===== src/rtl/mki_pkg.sv =====
package mki_pkg;

    typedef enum logic [1:0] {
        ST_IDLE = 2'd0,
        ST_SCAN = 2'd1,
        ST_EMIT = 2'd2
    } mki_state_e;

    typedef enum logic [1:0] {
        OP_FIND    = 2'd0,
        OP_REPLACE = 2'd1,
        OP_DRAIN   = 2'd2,
        OP_RSVD    = 2'd3
    } mki_op_e;

    localparam logic [3:0] FMT_U16 = 4'h5;
    localparam logic [3:0] FMT_U32 = 4'h9;

    function automatic logic fmt_legal(input logic [3:0] code);
        return (code == FMT_U16) || (code == FMT_U32);
    endfunction

endpackage


===== src/rtl/mki_key_bank.sv =====
module mki_key_bank #(
    parameter int NUM_KEYS = 8,
    parameter int DATA_W   = 16
) (
    input  logic                       clk,
    input  logic                       rst_n,
    input  logic                       load_en,
    input  logic [NUM_KEYS*DATA_W-1:0] load_keys,
    input  logic [DATA_W-1:0]          probe,
    output logic [NUM_KEYS-1:0]        match
);

    for (genvar k = 0; k < NUM_KEYS; k++) begin : g_key
        logic [DATA_W-1:0] key_q;

        always_ff @(posedge clk or negedge rst_n) begin
            if (!rst_n) begin
                key_q <= '0;
            end else if (load_en) begin
                key_q <= load_keys[k*DATA_W +: DATA_W];
            end
        end

        assign match[k] = (key_q == probe);
    end

endmodule


===== src/rtl/mki_slot_array.sv =====
module mki_slot_array #(
    parameter int NUM_KEYS = 8,
    parameter int POS_W    = 32
) (
    input  logic                      clk,
    input  logic                      rst_n,
    input  logic                      clear,
    input  logic                      capture,
    input  logic [NUM_KEYS-1:0]       match,
    input  logic [POS_W-1:0]          pos,
    output logic [NUM_KEYS-1:0]       hit,
    output logic [NUM_KEYS*POS_W-1:0] pos_flat
);

    for (genvar k = 0; k < NUM_KEYS; k++) begin : g_slot
        logic             hit_q;
        logic [POS_W-1:0] pos_q;

        always_ff @(posedge clk or negedge rst_n) begin
            if (!rst_n) begin
                hit_q <= 1'b0;
                pos_q <= '0;
            end else if (clear) begin
                hit_q <= 1'b0;
                pos_q <= '0;
            end else if (capture && match[k] && !hit_q) begin
                hit_q <= 1'b1;
                pos_q <= pos;
            end
        end

        assign hit[k]                      = hit_q;
        assign pos_flat[k*POS_W +: POS_W]  = pos_q;
    end

endmodule


===== src/rtl/mki_formatter.sv =====
module mki_formatter
    import mki_pkg::*;
#(
    parameter int NUM_KEYS = 8,
    parameter int POS_W    = 32,
    parameter int OUT_W    = 32
) (
    input  logic [$clog2(NUM_KEYS)-1:0] sel,
    input  logic [NUM_KEYS-1:0]         hit,
    input  logic [NUM_KEYS*POS_W-1:0]   pos_flat,
    input  logic [3:0]                  fmt,
    output logic [OUT_W-1:0]            data
);

    localparam int NARROW_W = 16;

    logic             sel_hit;
    logic [POS_W-1:0] sel_pos;
    logic             wide_pos;

    always_comb begin
        sel_hit  = hit[sel];
        sel_pos  = pos_flat[sel*POS_W +: POS_W];
        wide_pos = (sel_pos >> (NARROW_W - 1)) != '0;
        if (fmt == FMT_U16) begin
            if (!sel_hit || wide_pos) begin
                data = OUT_W'({NARROW_W{1'b1}});
            end else begin
                data = OUT_W'(sel_pos[NARROW_W-1:0]);
            end
        end else begin
            if (!sel_hit) begin
                data = '1;
            end else begin
                data = OUT_W'(sel_pos);
            end
        end
    end

endmodule


===== src/rtl/mki_ctrl.sv =====
module mki_ctrl
    import mki_pkg::*;
#(
    parameter int NUM_KEYS = 8,
    parameter int DATA_W   = 16,
    parameter int POS_W    = 32
) (
    input  logic                        clk,
    input  logic                        rst_n,
    input  logic                        key_load_valid,
    input  logic                        cmd_valid,
    input  logic [1:0]                  cmd_op,
    input  logic [3:0]                  cmd_dtype,
    input  logic [DATA_W-1:0]           cmd_imm,
    input  logic                        in_valid,
    input  logic [DATA_W-1:0]           in_data,
    input  logic                        in_last,
    input  logic                        out_ready,
    input  logic                        fresh_hit,
    output logic                        cmd_ready,
    output logic                        cmd_reject,
    output logic                        in_ready,
    output logic                        out_valid,
    output logic [DATA_W-1:0]           out_data,
    output logic                        out_last,
    output logic                        idx_valid,
    output logic                        idx_last,
    output logic [$clog2(NUM_KEYS)-1:0] idx_sel,
    output logic [3:0]                  fmt_q,
    output logic [POS_W-1:0]            scan_pos,
    output logic                        key_load_en,
    output logic                        slot_clear,
    output logic                        slot_capture
);

    localparam int                  SEL_W    = $clog2(NUM_KEYS);
    localparam logic [SEL_W-1:0]    LAST_SEL = SEL_W'(NUM_KEYS - 1);

    mki_state_e        state_q, state_d;
    mki_op_e           op;
    logic              replace_q;
    logic [DATA_W-1:0] imm_q;
    logic [SEL_W-1:0]  cnt_q;
    logic [POS_W-1:0]  pos_q;
    logic              cmd_fire, cmd_ok, cmd_take, in_fire;

    assign op       = mki_op_e'(cmd_op);
    assign cmd_fire = (state_q == ST_IDLE) && cmd_valid;

    always_comb begin
        case (op)
            OP_FIND:    cmd_ok = fmt_legal(cmd_dtype);
            OP_DRAIN:   cmd_ok = fmt_legal(cmd_dtype);
            OP_REPLACE: cmd_ok = 1'b1;
            default:    cmd_ok = 1'b0;
        endcase
    end

    assign cmd_take = cmd_fire && cmd_ok;
    assign in_fire  = in_valid && in_ready;

    // next-state logic
    always_comb begin
        state_d = state_q;
        unique case (state_q)
            ST_IDLE: begin
                if (cmd_take) begin
                    state_d = (op == OP_DRAIN) ? ST_EMIT : ST_SCAN;
                end
            end
            ST_SCAN: begin
                if (in_fire && in_last) begin
                    state_d = replace_q ? ST_IDLE : ST_EMIT;
                end
            end
            ST_EMIT: begin
                if (cnt_q == LAST_SEL) begin
                    state_d = ST_IDLE;
                end
            end
            default: state_d = ST_IDLE;
        endcase
    end

    // state register
    always_ff @(posedge clk or negedge rst_n) begin
        if (!rst_n) begin
            state_q <= ST_IDLE;
        end else begin
            state_q <= state_d;
        end
    end

    // outputs
    always_comb begin
        cmd_ready    = (state_q == ST_IDLE);
        in_ready     = (state_q == ST_SCAN) && (!replace_q || !out_valid || out_ready);
        idx_valid    = (state_q == ST_EMIT);
        idx_last     = (state_q == ST_EMIT) && (cnt_q == LAST_SEL);
        idx_sel      = cnt_q;
        scan_pos     = pos_q;
        key_load_en  = (state_q == ST_IDLE) && key_load_valid;
        slot_clear   = key_load_en || (cmd_take && (op != OP_DRAIN));
        slot_capture = in_fire;
    end

    // command and position registers
    always_ff @(posedge clk or negedge rst_n) begin
        if (!rst_n) begin
            replace_q  <= 1'b0;
            fmt_q      <= FMT_U32;
            imm_q      <= '0;
            cnt_q      <= '0;
            pos_q      <= '0;
            cmd_reject <= 1'b0;
        end else begin
            cmd_reject <= cmd_fire && !cmd_ok;
            if (cmd_take) begin
                replace_q <= (op == OP_REPLACE);
                fmt_q     <= cmd_dtype;
                imm_q     <= cmd_imm;
                cnt_q     <= '0;
                pos_q     <= '0;
            end else begin
                if (in_fire) begin
                    pos_q <= pos_q + 1'b1;
                end
                if (state_q == ST_EMIT) begin
                    cnt_q <= cnt_q + 1'b1;
                end
            end
        end
    end

    // replace-mode output register
    always_ff @(posedge clk or negedge rst_n) begin
        if (!rst_n) begin
            out_valid <= 1'b0;
            out_data  <= '0;
            out_last  <= 1'b0;
        end else if (in_fire && replace_q) begin
            out_valid <= 1'b1;
            out_data  <= fresh_hit ? imm_q : in_data;
            out_last  <= in_last;
        end else if (out_ready) begin
            out_valid <= 1'b0;
        end
    end

endmodule


===== src/rtl/mki_tracker.sv =====
module mki_tracker
    import mki_pkg::*;
#(
    parameter int NUM_KEYS = 8,
    parameter int DATA_W   = 16,
    parameter int POS_W    = 32,
    parameter int OUT_W    = 32
) (
    input  logic                        clk,
    input  logic                        rst_n,
    input  logic                        key_load_valid,
    input  logic [NUM_KEYS*DATA_W-1:0]  key_load_data,
    input  logic                        cmd_valid,
    input  logic [1:0]                  cmd_op,
    input  logic [3:0]                  cmd_dtype,
    input  logic [DATA_W-1:0]           cmd_imm,
    output logic                        cmd_ready,
    output logic                        cmd_reject,
    input  logic                        in_valid,
    input  logic [DATA_W-1:0]           in_data,
    input  logic                        in_last,
    output logic                        in_ready,
    output logic                        out_valid,
    output logic [DATA_W-1:0]           out_data,
    output logic                        out_last,
    input  logic                        out_ready,
    output logic                        idx_valid,
    output logic [$clog2(NUM_KEYS)-1:0] idx_sel,
    output logic [OUT_W-1:0]            idx_data,
    output logic                        idx_last
);

    logic [NUM_KEYS-1:0]       match;
    logic [NUM_KEYS-1:0]       hit;
    logic [NUM_KEYS*POS_W-1:0] pos_flat;
    logic [POS_W-1:0]          scan_pos;
    logic [3:0]                fmt_q;
    logic                      key_load_en, slot_clear, slot_capture, fresh_hit;

    assign fresh_hit = |(match & ~hit);

    mki_key_bank #(.NUM_KEYS(NUM_KEYS), .DATA_W(DATA_W)) u_keys (
        .clk       (clk),
        .rst_n     (rst_n),
        .load_en   (key_load_en),
        .load_keys (key_load_data),
        .probe     (in_data),
        .match     (match)
    );

    mki_slot_array #(.NUM_KEYS(NUM_KEYS), .POS_W(POS_W)) u_slots (
        .clk      (clk),
        .rst_n    (rst_n),
        .clear    (slot_clear),
        .capture  (slot_capture),
        .match    (match),
        .pos      (scan_pos),
        .hit      (hit),
        .pos_flat (pos_flat)
    );

    mki_formatter #(.NUM_KEYS(NUM_KEYS), .POS_W(POS_W), .OUT_W(OUT_W)) u_fmt (
        .sel      (idx_sel),
        .hit      (hit),
        .pos_flat (pos_flat),
        .fmt      (fmt_q),
        .data     (idx_data)
    );

    mki_ctrl #(.NUM_KEYS(NUM_KEYS), .DATA_W(DATA_W), .POS_W(POS_W)) u_ctrl (
        .clk            (clk),
        .rst_n          (rst_n),
        .key_load_valid (key_load_valid),
        .cmd_valid      (cmd_valid),
        .cmd_op         (cmd_op),
        .cmd_dtype      (cmd_dtype),
        .cmd_imm        (cmd_imm),
        .in_valid       (in_valid),
        .in_data        (in_data),
        .in_last        (in_last),
        .out_ready      (out_ready),
        .fresh_hit      (fresh_hit),
        .cmd_ready      (cmd_ready),
        .cmd_reject     (cmd_reject),
        .in_ready       (in_ready),
        .out_valid      (out_valid),
        .out_data       (out_data),
        .out_last       (out_last),
        .idx_valid      (idx_valid),
        .idx_last       (idx_last),
        .idx_sel        (idx_sel),
        .fmt_q          (fmt_q),
        .scan_pos       (scan_pos),
        .key_load_en    (key_load_en),
        .slot_clear     (slot_clear),
        .slot_capture   (slot_capture)
    );

endmodule


===== config.mk =====
export PLATFORM = sky130hd
export DESIGN_NAME = mki_tracker
export DESIGN_NICKNAME = d
export VERILOG_FILES = /design/src/rtl/mki_pkg.sv /design/src/rtl/mki_key_bank.sv /design/src/rtl/mki_slot_array.sv /design/src/rtl/mki_formatter.sv /design/src/rtl/mki_ctrl.sv /design/src/rtl/mki_tracker.sv
export SDC_FILE = /design/constraint.sdc
export NUM_CORES = 1
export LEC_CHECK = 0
export BUFFER_PORTS_ARGS = -buffer_cell sky130_fd_sc_hd__buf_2
export CORE_AREA = 2 2 216 218
export CTS_BUF_LIST = sky130_fd_sc_hd__clkbuf_4 sky130_fd_sc_hd__clkbuf_8
export CTS_CLUSTER_SIZE = 10
export DETAILED_ROUTE_END_ITERATION = 7
export DIE_AREA = 0 0 218 220
export GPL_TIMING_DRIVEN = 0
export PLACE_DENSITY = 0.81
export SLEW_MARGIN = 25
export SYNTH_ARGS = -nofsm -noshare
export SYNTH_HDL_FRONTEND = slang
export SYNTH_SLANG_ARGS = --single-unit

===== constraint.sdc =====
create_clock -name clk -period 4.56 [get_ports clk]
set_input_delay 1.14 -clock clk [delete_from_list [all_inputs] [get_ports clk]]
set_output_delay 1.14 -clock clk [all_outputs]
set_load 0.01 [all_outputs]

Yosys cells after proc, flatten, opt, wreduce, memory -nomap -nowiden
Index checks and enable logic that the tools add are counted.

storage, ports and cells
  register bits after elaboration = 469
  input bits = 173
  output and inout port bits = 58
  word-level logic and storage cells = 171

operators by class
  add/subtract/negate cells = 2
  magnitude comparators = 1
  equal/unequal tests = 20
  shift-type cells = 1
  multiplexer cells = 51
  bitwise operators = 2
  reduce and logical (&&, ||, !) cells = 60

operators with widths
  kind                                                                          count
  32-bit 2-to-1 mux                                                             20
  256-bit by 9-bit variable part select with 32-bit output                      1
  16-bit equality test                                                          8
  32-bit by 1-bit adder with 32-bit output, second input constant               1
  16-bit 2-to-1 mux                                                             2
  32-bit nonzero test                                                           1
  1-bit logical AND                                                             26
  2-bit nonzero test                                                            11
  1-bit 2-to-1 mux                                                              19
  1-bit logical NOT                                                             12
  2-bit 2-to-1 mux                                                              5
  8-bit AND                                                                     1
  4-bit by 3-bit equality test with 1-bit output, second input constant         2
  8-bit inverter                                                                1
  8-bit OR reduction                                                            1
  3-bit 2-to-1 mux                                                              2
  2-bit by 1-bit != test with 1-bit output, second input constant               3
  2-bit one-hot mux with 3 select lines                                         1
  1-bit logical OR                                                              5
  2-bit by 1-bit equality test with 1-bit output, second input constant         2
  2-bit equality test, second input constant                                    2
  4-bit equality test, second input constant                                    1
  2-bit logical NOT                                                             2
  3-bit by 4-bit less-than comparator with 1-bit output, second input constant  1
  other kinds (7)                                                               7

Depth between registers and ports, before layout
Gate-level depths: netlist of run 1.

  word-level depth = 9
  depth in mapped cells = 11
  depth with buffers taken out = 7

Cells and area by module
A second synthesis of run 1 with hierarchy kept.

second synthesis, totals
  cell total of the unflattened synthesis = 1,974
  area, all modules = 24,563.6 um^2

modules (own cells, without submodules)
  module          times used  cells each  area each (um^2)  seq. area each (um^2)
  mki_slot_array  1           939         11,741.3          6,606.3
  mki_key_bank    1           454         6,347.3           3,203.1
  mki_ctrl        1           339         3,796.1           1,929.4
  mki_formatter   1           229         2,616.3           0.0
  mki_tracker     1           13          62.6              0.0

Worst setup path before layout of run 1
No wires, ideal clock.

  path type = reg-to-output
  start = register u_ctrl.cnt_q[1], in the netlist u_ctrl.idx_sel[1]
  end = output port idx_data[10]
  arrival = 2.476 ns
  required time = 3.420 ns
  slack = 0.944 ns
  cell stages (with the launch flop) = 11
  path buffers = 3
  path through = dfrtp_1 -> buf_1 -> clkbuf_1 -> mux4_2 -> mux2i_1 -> nand4_1 -> nor3_2 -> nand4_2 -> a21boi_4 -> buf_6 -> nand2_2

between the ends
  longest elaborated chain between the ends = 6
  elaborated cells on any way between the ends = 9
  classes of those cells = shift: 1; mux: 5; reduce/logical: 3

ends and longest elaborated chain
  element                                                                                                           RTL line             source
  start, declared                                                                                                   mki_ctrl.sv:43       logic [SEL_W-1:0] cnt_q;
  start signal, assigned                                                                                            mki_ctrl.sv:129      cnt_q <= cnt_q + 1'b1;
  parallel branches: the longest is 5 deep, another holds 256-bit by 9-bit variable part select with 32-bit output  n/a
  32-bit 2-to-1 mux (*)                                                                                             mki_formatter.sv:25  if (fmt == FMT_U16) begin
  end, declared                                                                                                     mki_tracker.sv:29    output logic [OUT_W-1:0] idx_data,

Mark *: on every way between the ends. The select of a mux whose other input is x is not followed.

Worst setup path in the final report of run 1
  start = register u_ctrl.cnt_q[2], in the netlist u_ctrl.idx_sel[2]
  end = output port idx_data[1]

The elaborated chain is that of the path after synthesis.

==> results of run 1 <==
-- registers in the layout, summed over array words and instances, names as in the netlist --
name and count:
u_ctrl.cmd_reject 1, u_ctrl.fmt_q 4, u_ctrl.idx_sel 3, u_ctrl.imm_q 16, u_ctrl.out_data 16, u_ctrl.out_last 1
u_ctrl.out_valid 1, u_ctrl.replace_q 1, u_ctrl.scan_pos 32, u_ctrl.state_q 2, u_keys.g_key.key_q 128, u_slots.g_slot.hit_q 8
u_slots.g_slot.pos_q 256
-- worst paths after layout --
kind | startpoint | endpoint | slack (ns)
setup / recovery | u_ctrl.idx_sel[2] | idx_data[1] | -0.06
hold reg to reg | u_ctrl.out_data[15] | u_ctrl.out_data[15] | 0.49
hold / removal | rst_n | u_slots.g_slot[6].pos_q[24] | 0.37
max in group asynchronous | rst_n | u_keys.g_key[5].key_q[4] | 2.73
min in group clk | u_ctrl.out_data[15] | u_ctrl.out_data[15] | 0.49
setup reg to reg | u_keys.g_key[4].key_q[10] | u_slots.g_slot[4].pos_q[16] | 1.35
-- cells in the final DEF, fill, tap and decap left out, drive strengths merged, types with 18 or more instances in the layout --
cell type / netlist / routed
dfrtp: 467 / 467
nor2: 294 / 294
mux2i: 289 / 289
buf: 46 / 275
clkbuf: 115 / 233
mux2: 148 / 148
xnor2: 138 / 138
mux4: 66 / 66
nand2: 50 / 50
nand4: 43 / 43
a21oi: 30 / 30
nand3: 29 / 29
o21ai: 23 / 23
and4: 20 / 20
xor2: 18 / 18
-- per-stage QoR --
stage	hold WS, ns	area (um2)
3_5_place_dp	0.470	24700
2_1_floorplan	0.473	22700
4_1_cts	0.354	26600
3_3_place_gp	0.468	24500
5_1_grt	0.370	26600
6_report	0.367	26600
-- synthesized netlist by cell type, types with 2 or more instances --
master    number  area (um2)
dfrtp_1      467       11700
nor2_1       294        1100
mux2i_1      289        2890
mux2_2       148        1670
xnor2_1      138        1210
clkbuf_1     115         432
mux4_2        52        1170
nand4_1       42         263
nand2_1       40         150
a21oi_1       30         150
nand3_1       29         145
buf_2         28         140
o21ai_0       23         115
and4_1        20         175
xor2_1        18         158
a211o_1       17         149
inv_1         14        52.6
mux4_1        14         368
buf_1         13        48.8
nand2_2       10        62.6
and3_1         8        50.1
nor4_1         8        50.1
nor2b_1        6        37.5
or3_1          5        31.3
ha_1           3        37.5
and2_1         2        12.5
and3b_1        2        17.5
buf_12         2        40.0
buf_6          2        22.5
dfstp_2        2        52.6
nand2b_1       2        12.5
nand3b_1       2        15.0
nor3_1         2        10.0
nor4_2         2        25.0
-- cells by family (layout without fill, tap and decap cells) --
kind of cell	Yosys count	after routing
compound gates	75	75
xor+xnor	156	156
fa+ha+maj	3	3
buf+inv	175	544
flops	469	469
mux	503	503
other cells	0	7
simple gates	479	479
-- report_power, final --
group	internal, uW	switching [uW]
clock	2090	1750
combinational	1880	2070
sequential	4960	594
total	8930	4420
-- repair_timing --
item	CTS	global route
buffers inserted	12	0
resized for setup	48	9
pin swaps	4	1
cloned	0	1
setup endpoints to repair	28	16
-- worst max-delay path, stage by stage (launching register included) --
cell and delay (ns):
dfrtp_1 0.44, buf_2 0.35, buf_4 0.38, buf_4 0.32
mux2i_2 0.43, nand4_2 0.19, a21boi_4 0.19, buf_12 0.16
nand2_1 0.14, buf_2 0.18
-- cell type report --
class,count,share of cell area
diodes,7,0.000658
clock buffers,117,0.0558
inverters,14,0.00197
well taps,607,0.0285
clock inverters,20,0.00474
repair buffers,233,0.0544
flip-flops and latches,469,0.441
multi-input cells,1216,0.385
plain buffers,160,0.0284
-- metal layers --
metal / GRT usage / vias to the layer above
met5: 0 / -
met4: 0.124 / 14
met3: 0.0773 / 170
met2: 0.442 / 710
met1: 0.319 / 8400
li1: - / 7102
==> impl_results.md, run 1 <==
- Wl on met1: 24300 um
- VDD IR max: 0.373 mV
- Fmax: 0.217 GHz
- DRT Wirelength: 62900 um
- Routed Antenna Nets: 0
- Ys Warns: 0
- Largest net degree at the start of global routing: 93
- Die width: 218 um
- Vias: 16396
- Layout cells sized above 1: 0.288
- Largest family of logic cells by synthesized area: multiplexers
- Worst Hold Class: input pin to async pin
- Setup_tns: -0.586 ns
- Fillers: 3665
- Mapped Nets: 2036
- Relative slew margins: 0.289
- Seq/Total Area, Yosys: 0.518
- Worst r2r path cells: 7
- Async S/R FF share, synth: 1.00
- Required time of the critical path: 3.42 ns
- Met3 wire len: 5460 um
- Top layer in use: met5
- Max_cap viols: 0
- Initial antenna violation count: 16
- Die Y: 220 um
- Setup Skew: 0.0342 ns
- Register bit total from synthesis: 469
- Routed wl met2: 30600 um
- Register Area: 11700 um2
- Post-synthesis mux area share: 0.269
- Multi-input logic area: 10200 um2
- PwrDens: 501 nW/um2
- GPL Wtd Cong: 0.866
- RSZ-0062 raised after global routing: yes
- Critical path class: flip-flop to primary output
- GRT Resource Usage Total: 0.266
- Largest driver fanout on the critical path: 10
- Pre-CTS setup slack: -0.632 ns
- Die area: 48000 um2
- Setup WS post-layout: -0.0564 ns
- Violated checks: negative setup slack
- Post-synth EDFFs: 0
- Final core utilization: 0.581
- Compound-Gate Fraction of Synth Area: 0.0205
- Worst skew pair latency: 0.67 ns
- Dpl cells: 2687
- Hold Vio Cnt, Final: 0
- First-pass GRT wire length: 97100 um
- PortBufs: 214
- Via-to-Cell Ratio: 5.77
- Pre-antenna DRT Iters: 5
- Status: complete, but fails checks
- Final setup viols: 15
- Final Non-Filler Cells: 2843
- CTS max path bufs: 3
- Vias in the first global route: 17399
- Post-Synth Adder-Cell Area: 0.00166
- Crit path DAT: 3.48 ns
- Main synth FF type: dfrtp_1
- Gr ovfl total: 0
- Row count: 79
- Synth unique cells: 45
- Crit end category: primary output
- DP HPWL: 43700 um
- CORE AREA: 45900 um2
- Synth Cell Area: 22700 um2
- Final Max Tran Viols: 0
- DRT iter0 DRCs: 1377
- Slew @ Worst Pin: 1.07 ns
- H-Tree Depth: 3
- LEAKAGE: 0.0135 uW
- Hold buffer count at cts: 0
- Worst-path clk slew: 0.06 ns
- Mean Syn Cell Area: 12.2 um2
- CTS root buf: clkbuf_8
- DRC errors left: 0
- Clock sinks: 469
- Mean routed wirelength per cell: 22.1 um
- Synth Area in Simple Gates: 0.0975
- TritonCTS Buffers: 79
- Design Power: 13300 uW
- Post-Synth XOR/XNOR Area: 0.0603
- Synthesis-to-finish area growth: 17.5%
- Net count, final: 2349
- Critical Path Source Type: flip-flop
- Tcrit/Tclk final: 1.01
- Mapped Cells: 1860
- CTS tree: done
- IO Pins: 231
- Initial cell density of the core: 0.494
- Final Critical Period: 4.62 ns
(Power assumes the default switching activity.)
==> inputs of run 2 (changes only) <==
--- a/config.mk
+++ b/config.mk
@@ -6,13 +6,15 @@
 export NUM_CORES = 1
 export LEC_CHECK = 0
 export BUFFER_PORTS_ARGS = -buffer_cell sky130_fd_sc_hd__buf_2
-export CORE_AREA = 2 2 216 218
+export CELL_PAD_IN_SITES_DETAIL_PLACEMENT = 0
+export CELL_PAD_IN_SITES_GLOBAL_PLACEMENT = 1
+export CORE_AREA = 2 2 183 257
 export CTS_BUF_LIST = sky130_fd_sc_hd__clkbuf_4 sky130_fd_sc_hd__clkbuf_8
 export CTS_CLUSTER_SIZE = 10
 export DETAILED_ROUTE_END_ITERATION = 7
-export DIE_AREA = 0 0 218 220
+export DIE_AREA = 0 0 185 259
 export GPL_TIMING_DRIVEN = 0
-export PLACE_DENSITY = 0.81
+export PLACE_DENSITY = 0.94
 export SLEW_MARGIN = 25
 export SYNTH_ARGS = -nofsm -noshare
 export SYNTH_HDL_FRONTEND = slang
==> impl_results.md, run 2 (synthesis results as in run 1) <==
- Layout cells sized above 1: 0.291
- CORE AREA: 45600 um2
- Final Non-Filler Cells: 2855
- CTS max path bufs: 3
- VDD IR max: 0.381 mV
- Initial cell density of the core: 0.497
- Int Power: 9050 uW
- GRT Resource Usage Total: 0.275
- Final setup viols: 7
- GPL Wtd Cong: 0.857
- Vias in the first global route: 17468
- Initial antenna violation count: 8
- Most common cell after layout, fill and taps aside: dfrtp_1
- Die width: 185 um
- PortBufs: 214
- Clock share of power: 0.290
- Reg2reg setup slack: 1.29 ns
- Worst skew pair latency: 0.64 ns
- Critical Path Source Type: flip-flop
- Largest register FFs: 256
- PwrDens: 502 nW/um2
- LEAKAGE: 0.0136 uW
- Crit path DAT: 3.43 ns
- Synthesis-to-finish area growth: 17.7%
- Final Instance Area: 26700 um2
- Hold Vio Cnt, Final: 0
- Largest driver fanout on the critical path: 4
- Critical path class: flip-flop to primary output
- Flop pwr share: 0.412
- Worst Hold Class: input pin to async pin
- DP HPWL: 45800 um
- DRC errors left: 0
- Final Critical Period: 4.57 ns
- Most flops, register: u_slots.g_slot.pos_q
- RSZ-0062 raised after global routing: yes
- Vias: 16198
- Combinational power share: 0.299
- Routed Antenna Nets: 0
- Post-DP Area: 24700 um2
- Setup WS post-layout: -0.00915 ns
- Crit end category: primary output
- Sw frac: 0.324
- Tcrit/Tclk final: 1.00
- Required time of the critical path: 3.42 ns
- Net count, final: 2353
- Via-to-Cell Ratio: 5.67
- Setup Skew: 0.0249 ns
- Clock sinks: 469
- Most frequent cells in the layout: 466 x dfrtp_1, 294 x nor2_1, 281 x mux2i_1
- Sw power: 4330 uW
- Row count: 93
- CTS tree: done
- Max_cap viols: 0
- Fmax: 0.219 GHz
- IO Pins: 231
- TritonCTS Buffers: 73
- Largest net degree at the start of global routing: 87
- H-Tree Depth: 3
- DRT Wirelength: 64000 um
- Status: complete, but fails checks
- Mean routed wirelength per cell: 22.4 um
- Worst-path clk slew: 0.06 ns
- Violated checks: negative setup slack
- Relative slew margins: 0.237
- CTS root buf: clkbuf_8
- Design Power: 13400 uW
- Die Y: 259 um
- Hold buffer count at cts: 0
- Gr ovfl total: 0
- Pre-antenna DRT Iters: 7
- Final core utilization: 0.585
- Final Max Tran Viols: 0
- Slew @ Worst Pin: 1.14 ns
- First-pass GRT wire length: 100000 um
- Dpl cells: 2696
- Die area: 47900 um2
- DRT iter0 DRCs: 989
-- run 2: worst max-delay path, cell delays in order, from the launching register on --
cell and delay, ns:
dfrtp_1 0.37, buf_6 0.13, buf_4 0.12, mux4_1 0.54
nand2b_1 0.15, o21ai_1 0.43, and3_1 0.24, nand4_2 0.13
a21boi_4 0.19, buf_12 0.15, buf_4 0.12, nand2_1 0.06
buf_2 0.15
-- run 2: what timing repair did --
item	4_1_cts	5_1_grt
pin swaps	3	1
endpoints found under the setup margin	28	17
gates resized for setup	45	7
gates cloned	0	0
buffers inserted	22	1
-- run 2: area by class of cell --
class	count	area, um2
fill	3790	18900
sequential	469	11700
multi-input combinational	1216	10200
clock buffer	126	1570
timing repair buffer	242	1480
tap	617	772
buffer	161	751
clock inverter	8	71.3
inverter	14	52.6
antenna	2	5.00
-- run 2: worst paths after layout --
| path | startpoint | endpoint | depth (start not counted) |
|---|---|---|---|
| setup reg to reg | u_keys.g_key[1].key_q[15] | u_slots.g_slot[1].pos_q[19] | 7 |
| hold / removal | rst_n | u_slots.g_slot[5].pos_q[7] | 1 |
| hold reg to reg | u_ctrl.out_last | u_ctrl.out_last | 2 |
| setup / recovery | u_ctrl.idx_sel[0] | idx_data[15] | 12 |
| max in group asynchronous | rst_n | u_ctrl.fmt_q[0] | 5 |
| min in group clk | u_ctrl.out_last | u_ctrl.out_last | 2 |
-- run 2: through the flow --
stage / setup slack [ns] / TNS (ns) / hold WS [ns]
after detailed placement: -0.629 / -8.89 / 0.470
after CTS: -0.00314 / -0.00314 / 0.489
final: -0.00915 / -0.0217 / 0.476
after global routing: -0.0907 / -1.08 / 0.519
after global placement: -6.78 / -3142.17 / 0.460
after floorplan: 0.944 / 0 / 0.473
-- run 2: per-layer routing --
layer,part of all wire,wire length [um],vias to the layer above,GRT usage
met1,0.37,24000,8218,0.320
met2,0.52,33000,672,0.475
met4,0.039,2500,8,0.132
met5,0.00089,57,-,0
met3,0.070,4470,182,0.0650
li1,-,-,7118,-
-- run 2: power by group through the flow --
stage          Clock, uW  Sequential [uW]  Combinational [uW]
6_report            3880             5510                3990
5_1_grt             4110             5590                4260
4_1_cts             3930             5500                3980
3_5_place_dp           0             5580                3790
3_3_place_gp           0             5540                3700
2_1_floorplan          0             5460                2580
